**src/rtl/txgain_pkg.sv**
```systemverilog
package txgain_pkg;
  typedef struct packed {
    logic       advance;
    logic [1:0] shiftAmt;
    logic       auxOff;
  } ctrlStrobe_t;
endpackage

```
**src/rtl/txgain_ctrl.sv**
```systemverilog
module txgain_ctrl
  import txgain_pkg::*;
#(
  parameter int GAIN_W = 10
) (
  input  logic              clk,
  input  logic              rstN,
  input  logic              inValid,
  input  logic [GAIN_W-1:0] fineGain,
  input  logic [2:0]        coarseStep,
  output ctrlStrobe_t       strobe,
  output logic [GAIN_W-1:0] gainApplied
);
  // fine word captured at a sample boundary, used from the next sample on
  always_ff @(posedge clk or negedge rstN) begin
    if (!rstN) gainApplied <= '1;
    else if (inValid) gainApplied <= fineGain;
  end

  // coarse select decoded for the sample presented now
  always_comb begin
    strobe.advance = inValid;
    if (coarseStep[2]) begin
      strobe.shiftAmt = 2'd3;
      strobe.auxOff   = 1'b1;
    end else begin
      strobe.shiftAmt = coarseStep[1:0];
      strobe.auxOff   = 1'b0;
    end
  end
endmodule

```
**src/rtl/txgain_datapath.sv**
```systemverilog
module txgain_datapath
  import txgain_pkg::*;
#(
  parameter int DATA_W = 12,
  parameter int GAIN_W = 10
) (
  input  logic                     clk,
  input  logic                     rstN,
  input  ctrlStrobe_t              strobe,
  input  logic [GAIN_W-1:0]        gainApplied,
  input  logic signed [DATA_W-1:0] inI,
  input  logic signed [DATA_W-1:0] inQ,
  output logic                     outValid,
  output logic signed [DATA_W-1:0] outI,
  output logic signed [DATA_W-1:0] outQ,
  output logic                     auxDacOff
);
  localparam int PROD_W = DATA_W + GAIN_W + 2;
  localparam int SUM_W  = DATA_W + 1;
  localparam logic signed [PROD_W-1:0] MAX_P = PROD_W'((2 ** (DATA_W - 1)) - 1);
  localparam logic signed [PROD_W-1:0] MIN_P = -MAX_P;

  logic signed [DATA_W-1:0] laneIn  [2];
  logic signed [DATA_W-1:0] fineReg [2];
  logic signed [DATA_W-1:0] laneOut [2];
  logic [1:0] shiftReg;
  logic       auxReg;
  logic       validReg;

  logic signed [PROD_W-1:0] gainMul;
  assign gainMul = $signed(PROD_W'({1'b0, gainApplied}) + PROD_W'(1));
  assign laneIn[0] = inI;
  assign laneIn[1] = inQ;

  for (genvar lane = 0; lane < 2; lane++) begin : g_lane
    logic signed [PROD_W-1:0] prod;
    logic signed [PROD_W-1:0] scaled;
    logic signed [DATA_W-1:0] fineSat;
    logic signed [SUM_W-1:0]  biasSum;
    logic signed [SUM_W-1:0]  shifted;

    always_comb begin
      prod   = PROD_W'(laneIn[lane]) * gainMul;
      scaled = prod >>> GAIN_W;
      if (scaled > MAX_P)      fineSat = DATA_W'(MAX_P);
      else if (scaled < MIN_P) fineSat = DATA_W'(MIN_P);
      else                     fineSat = DATA_W'(scaled);
    end

    always_comb begin
      biasSum = SUM_W'(fineReg[lane]);
      if (shiftReg != 2'd0) biasSum = biasSum + (SUM_W'(1) <<< (shiftReg - 2'd1));
      shifted = biasSum >>> shiftReg;
    end
    assign laneOut[lane] = DATA_W'(shifted);

    always_ff @(posedge clk or negedge rstN) begin
      if (!rstN) fineReg[lane] <= '0;
      else if (strobe.advance) fineReg[lane] <= fineSat;
    end
  end

  always_ff @(posedge clk or negedge rstN) begin
    if (!rstN) begin
      shiftReg <= '0;
      auxReg   <= 1'b0;
      validReg <= 1'b0;
    end else begin
      validReg <= strobe.advance;
      if (strobe.advance) begin
        shiftReg <= strobe.shiftAmt;
        auxReg   <= strobe.auxOff;
      end
    end
  end

  always_ff @(posedge clk or negedge rstN) begin
    if (!rstN) begin
      outValid  <= 1'b0;
      outI      <= '0;
      outQ      <= '0;
      auxDacOff <= 1'b0;
    end else begin
      outValid <= validReg;
      if (validReg) begin
        outI      <= laneOut[0];
        outQ      <= laneOut[1];
        auxDacOff <= auxReg;
      end
    end
  end
endmodule

```
**src/rtl/txgain_top.sv**
```systemverilog
module txgain_top
  import txgain_pkg::*;
#(
  parameter int DATA_W = 12,
  parameter int GAIN_W = 10
) (
  input  logic                     clk,
  input  logic                     rstN,
  input  logic                     inValid,
  input  logic signed [DATA_W-1:0] inI,
  input  logic signed [DATA_W-1:0] inQ,
  input  logic [GAIN_W-1:0]        fineGain,
  input  logic [2:0]               coarseStep,
  output logic                     outValid,
  output logic signed [DATA_W-1:0] outI,
  output logic signed [DATA_W-1:0] outQ,
  output logic                     auxDacOff
);
  ctrlStrobe_t       strobe;
  logic [GAIN_W-1:0] gainApplied;

  txgain_ctrl #(.GAIN_W(GAIN_W)) u_ctrl (
    .clk(clk), .rstN(rstN), .inValid(inValid), .fineGain(fineGain),
    .coarseStep(coarseStep), .strobe(strobe), .gainApplied(gainApplied)
  );

  txgain_datapath #(.DATA_W(DATA_W), .GAIN_W(GAIN_W)) u_dp (
    .clk(clk), .rstN(rstN), .strobe(strobe), .gainApplied(gainApplied),
    .inI(inI), .inQ(inQ), .outValid(outValid), .outI(outI), .outQ(outQ),
    .auxDacOff(auxDacOff)
  );
endmodule

```
**config.mk**
```make
export PLATFORM = sky130hd
export DESIGN_NAME = txgain_top
export DESIGN_NICKNAME = d
export VERILOG_FILES = /design/src/rtl/txgain_pkg.sv /design/src/rtl/txgain_ctrl.sv /design/src/rtl/txgain_datapath.sv /design/src/rtl/txgain_top.sv
export SDC_FILE = /design/constraint.sdc
export NUM_CORES = 1
export LEC_CHECK = 0
export BUFFER_PORTS_ARGS = -buffer_cell sky130_fd_sc_hd__buf_4
export CORE_MARGIN = 5
export CORE_UTILIZATION = 60
export CTS_BUF_LIST = sky130_fd_sc_hd__clkbuf_8
export CTS_CLUSTER_SIZE = 40
export DETAILED_ROUTE_END_ITERATION = 8
export PLACE_DENSITY = 0.78
export SETUP_SLACK_MARGIN = 0.02
export SYNTH_ARGS = -nofsm -noshare
export SYNTH_HDL_FRONTEND = slang
export SYNTH_SLANG_ARGS = --single-unit
```
**constraint.sdc**
```tcl
create_clock -name clk -period 13.4 [get_ports clk]
set_input_delay 2.68 -clock clk [delete_from_list [all_inputs] [get_ports clk]]
set_output_delay 2.68 -clock clk [all_outputs]
set_load 0.01 [all_outputs]
```
=== Word-level counts from Yosys, hierarchy flattened ===
Index checks and enable logic that the tools add are counted.

* Add/subtract/negate cells: 4
* Multipliers: 2
* Order comparisons: 4
* Shift operators: 3
* Muxes and demuxes: 7
* Reduce and logical (&&, ||, !) cells: 1

{| class="wikitable"
|+ Operators with widths
! operator !! number
|-
| $mul 12x12->24 || 2
|-
| $mux 12 || 4
|-
| $gt 14x12->1 const B || 2
|-
| $lt 14x12->1 const B || 2
|-
| $add 12x13->13 || 2
|-
| $mux 13 || 2
|-
| $sshr 13x2->12 || 2
|-
| $sshl 2x2->13 const A || 1
|-
| $add 10x1->11 const B || 1
|-
| $mux 3 || 1
|-
| $reduce_bool 2->1 || 1
|-
| $sub 2x1->2 const B || 1
|}

* Bits in registers: 64
* Input port bits: 40
* Output and inout port bits: 26
* Logic and storage cells: 31

=== Longest topological paths before layout ===
* Word-level depth: 5
* Gate-level depth with buffers: 28
* Gate-level depth less buffers: 26

=== Modules after synthesis ===
A second synthesis with hierarchy kept.

* Cell total of the unflattened synthesis: 1687
* Area, all modules: 14710.4 µm²

{| class="wikitable"
|+ Modules (own cells, without submodules)
! module !! instances !! cells an instance !! area each (µm²) !! seq. area each (µm²)
|-
| txgain_datapath || 1 || 1662 || 14258.7 || 1351.3
|-
| txgain_ctrl || 1 || 25 || 451.7 || 262.8
|}

=== Worst setup path before layout ===
No wires, ideal clock.

* Path kind: input to register
* From: in inQ[3]
* To: reg u_dp.fineReg[10] in the netlist's numbering
* Setup time: 0.141 ns
* Data arrival time: 7.927 ns
* Data required time: 13.259 ns
* Setup slack: 5.333 ns
* Stages: 22
* Buffers on the path: 3
* Path through: clkbuf_1 and2_1 fa_1 inv_1 fa_1 inv_1 fa_1 fa_1 inv_1 fa_1 inv_1 ha_1 and3_1 buf_2 and2_1 buf_2 o31ai_1 o211ai_1 xnor2_1 a41oi_4 nor3_4 a211oi_2

* Cells in the longest elaborated chain, start to end: 4
* Elaborated cells between the ends (all ways): 5
* Those cells by class: 1 x mul; 2 x order compare; 2 x mux

{| class="wikitable"
|+ Ends and longest elaborated chain
! item !! RTL line !! RTL
|-
| from (decl) || txgain_top.sv:11 || <nowiki>input logic signed [DATA_W-1:0] inQ,</nowiki>
|-
| $mul 12x12->24 (*) || txgain_datapath.sv:43 || <nowiki>prod = PROD_W'(laneIn[lane]) * gainMul;</nowiki>
|-
| $lt 14x12->1 || txgain_datapath.sv:46 || <nowiki>else if (scaled < MIN_P) fineSat = DATA_W'(MIN_P);</nowiki>
|-
| $mux 12 || txgain_datapath.sv:46 ||
|-
| $mux 12 (*) || txgain_datapath.sv:45 || <nowiki>if (scaled > MAX_P) fineSat = DATA_W'(MAX_P);</nowiki>
|-
| to (signal, indexed assignment) || txgain_datapath.sv:59 || <nowiki>else if (strobe.advance) fineReg[lane] <= fineSat;</nowiki>
|-
| to (decl) || txgain_datapath.sv:24 || <nowiki>logic signed [DATA_W-1:0] fineReg [2];</nowiki>
|}

Mark *: on every way between the ends. The rest lies on a longest branch, timed or not.
A chain may end at the register's enable or synchronous reset.

=== Worst setup path after layout ===
* From: in inQ[11]
* To: reg u_dp.fineReg[10] in the netlist's numbering

Same word-level chain as after synthesis.

==> metrics.yaml <==
fp.dieH_um: 166
die_x_um: 166
mostFrequentLayoutCells: "inv_1, fa_1, nand2_1"
antenna_left: 0
dpl.hpwl_um: 26500
cts_tree: "done"
h-tree-depth: 3
r2r_slack_ns: 5.32
cap_violations: 0
required_ns: 13.61
antenna_found_initial: 0
synth_compound_area_share_pct: 10.9
synth-main-ff-cell: "dfrtp_1"
vias: 11000
place.gp.congestion: 0.904
final_max_slew_viol_count: 0
min_period_ns: 8.14
drc: 0
ios: 66
path_clk_slew_ns: 0.07
synthAdderAreaFrac_pct: 43.6
area_growth_pct: 6.35
fp.dieArea_um2: 27500
wirelength_um: 32200
wl_per_cell_um: 16.1
final_common_cell: "inv_1"
std_cell_rows: 57
grt-ovfl-total: 0
path_max_fanout: 11
postCtsSetupBuffers: 0
rsz0062_at_grt: "no"
hold_viol: 0
drtIter0Drc: 642
firstDrtPassIters: 5
grt_pass1_vias: 12100
syn_area_per_cell_um2: 8.75
synth_top_family_by_area: "adder cells"
numCtsBuffers: 9
ys_ff_latch: 64
min-delay-start: "u_dp.outQ[2]$_DFFE_PN0P_"
setup_viol: 0
final_cells: 2000
cts_resized: 0
reg2reg_to: "u_dp.fineReg[16]$_DFFE_PN0P_"
dp.cells: 1984
yosysSeqAreaShare_pct: 11.1
cts-root-buf: "clkbuf_8"
cts_sinks: 64
worst_setup_path_start_kind: "input pin"
max_slew_margin_pct: 22.7
initial_core_util_pct: 60.3
syn_nets: 2060
n_antenna_cell: 0
postCtsHoldBufs: 0
clock_skew_ns: 0.00918
final_core_util_pct: 64.2
layout-drive-gt1-share_pct: 10.2
hold_class: "flop to flop"
grt_usage_pct: 24.8
status: "complete, no violations"
min_to: "u_dp.outQ[2]$_DFFE_PN0P_"
core_um2: 24100
async_flop_share_pct: 100
ff2ff_path_depth: 24
clkLatencyLatePin_ns: 0.36
fmax_ghz: 0.123
cp.arrival_ns: 8.36
grt_max_degree: 67
netlist_instances: 1663
cp_common_cell: "fa_1"
synth_mux_area_share_pct: 2.88
finalSetupTns_ns: 0
r2r-start: "u_ctrl.gainApplied[0]$_DFFE_PN1P_"
viasPerCell: 5.52
cp_cell_sequence: "buf_4 -> and2_1 -> fa_1 -> fa_1 -> inv_1 -> fa_1 -> fa_1 -> fa_1 -> inv_1 -> ha_1 -> a21o_1 -> a2111oi_0 -> a21oi_1 -> or3_1 -> a31oi_2 -> a211oi_2"
numPortBuffers: 65
cpPeakStageDelay_ns: 0.66
synth_xor_xnor_area_share_pct: 3.85
crit_path_end_kind: "flop"
finalCritPeriodShare_pct: 60.8
crit_type: "input pin to flop"
syn_area_um2: 14500
slowest_stage: "fa_1"
synth_cell_types: 89
grt_pass1_wl_um: 57300
yosys_warnings: 0
whs_path_depth: 1
tightest_slew_ns: 1.15
cts_max_path_buffers: 2
nets: 2068
synth_edf_count: 0
synthSimpleGateAreaFrac_pct: 16.0
==> worst max-delay path: cells and delay by family <==
family | cells | cell delay (ns)
compound gates | 5 | 1.58
fa+ha+maj | 6 | 3.26
buf+inv | 3 | 0.31
simple gates | 2 | 0.53
==> flip-flops by register name, indices dropped and copies added, names as in the netlist <==
name	cells
u_dp.auxDacOff	1
u_dp.auxReg	1
u_dp.fineReg	24
u_dp.outValid	1
u_dp.outQ	12
u_dp.outI	12
u_dp.shiftReg	2
u_ctrl.gainApplied	10
u_dp.validReg	1
==> routing by layer <==
| metal | wire length, um | GRT usage, % | share of wire, % |
|---|---|---|---|
| met5 | 0 | 0 | 0 |
| met2 | 16600 | 44.2 | 51 |
| met1 | 13200 | 30.9 | 41 |
| met3 | 1600 | 3.91 | 4.9 |
| met4 | 881 | 8.03 | 2.7 |
==> how the worst max path moves through the flow <==
stage	start	to	slack [ns]	depth (start not counted)
after floorplan	inQ[3]	u_dp.fineReg[10]$_DFFE_PN0P_	5.33	22
after global placement	inQ[11]	u_dp.fineReg[10]$_DFFE_PN0P_	4.97	17
after detailed placement	inI[11]	u_dp.fineReg[16]$_DFFE_PN0P_	4.86	21
after CTS	inI[11]	u_dp.fineReg[16]$_DFFE_PN0P_	5.25	21
after global routing	inI[11]	u_dp.fineReg[21]$_DFFE_PN0P_	4.78	21
final	inQ[11]	u_dp.fineReg[10]$_DFFE_PN0P_	5.26	16
==> cell usage after synthesis, types with 3 or more instances <==
cell / n / area, um^2
nand2b_1: 26 / 163
o21ai_2: 4 / 35.0
clkbuf_1: 65 / 244
and3_1: 9 / 56.3
o21ai_0: 27 / 135
a31oi_1: 16 / 100
o21bai_1: 5 / 37.5
fa_1: 250 / 5000
and2_1: 65 / 407
o21ai_1: 3 / 15.0
buf_1: 6 / 22.5
a21o_1: 11 / 82.6
ha_1: 107 / 1340
a211o_1: 3 / 26.3
xnor2_1: 39 / 342
nor3_1: 10 / 50.1
o2bb2ai_1: 7 / 61.3
nand3b_1: 4 / 30.0
o211ai_1: 11 / 82.6
nand4_1: 6 / 37.5
o21a_1: 8 / 60.1
o221ai_1: 3 / 26.3
buf_2: 7 / 35.0
xor2_1: 20 / 175
inv_1: 367 / 1380
mux4_2: 3 / 67.6
nand2_1: 202 / 758
nor2_1: 72 / 270
nor4_1: 6 / 37.5
dfrtp_1: 54 / 1350
nor2b_1: 34 / 213
dfstp_2: 10 / 263
mux2i_1: 16 / 160
nand3_1: 25 / 125
o22ai_1: 7 / 43.8
a21oi_1: 59 / 295
a221oi_1: 5 / 43.8
mux2_2: 17 / 191
a211oi_1: 5 / 37.5
o22a_1: 3 / 26.3
a211oi_2: 7 / 87.6
==> kinds of logic after synthesis <==
kind of cell	after synthesis
fa+ha+maj	357
mux	36
flops	64
xor+xnor	61
buf+inv	448
simple gates	479
compound gates	218
==> layout make-up <==
| class | count | area [um^2] |
|---|---|---|
| Clock inverter | 6 | 52.6 |
| Tap cell | 324 | 405 |
| Sequential cell | 64 | 1620 |
| Multi-Input combinational cell | 1151 | 11300 |
| Inverter | 367 | 1380 |
| Clock buffer | 10 | 138 |
| Fill cell | 2019 | 8630 |
| Timing Repair Buffer | 78 | 586 |
==> stage by stage <==
step	hold slack, ns	setup WS [ns]	cell area (um^2)
5_1_grt	0.520	4.78	15500
2_1_floorplan	0.352	5.33	14500
6_report	0.502	5.26	15500
3_5_place_dp	0.478	4.86	15300
3_3_place_gp	0.470	4.97	15300
4_1_cts	0.503	5.25	15500
Power is left out: the tool's default activity adds up to more than one toggle a clock period on the data nets, which glitch-free logic cannot reach.
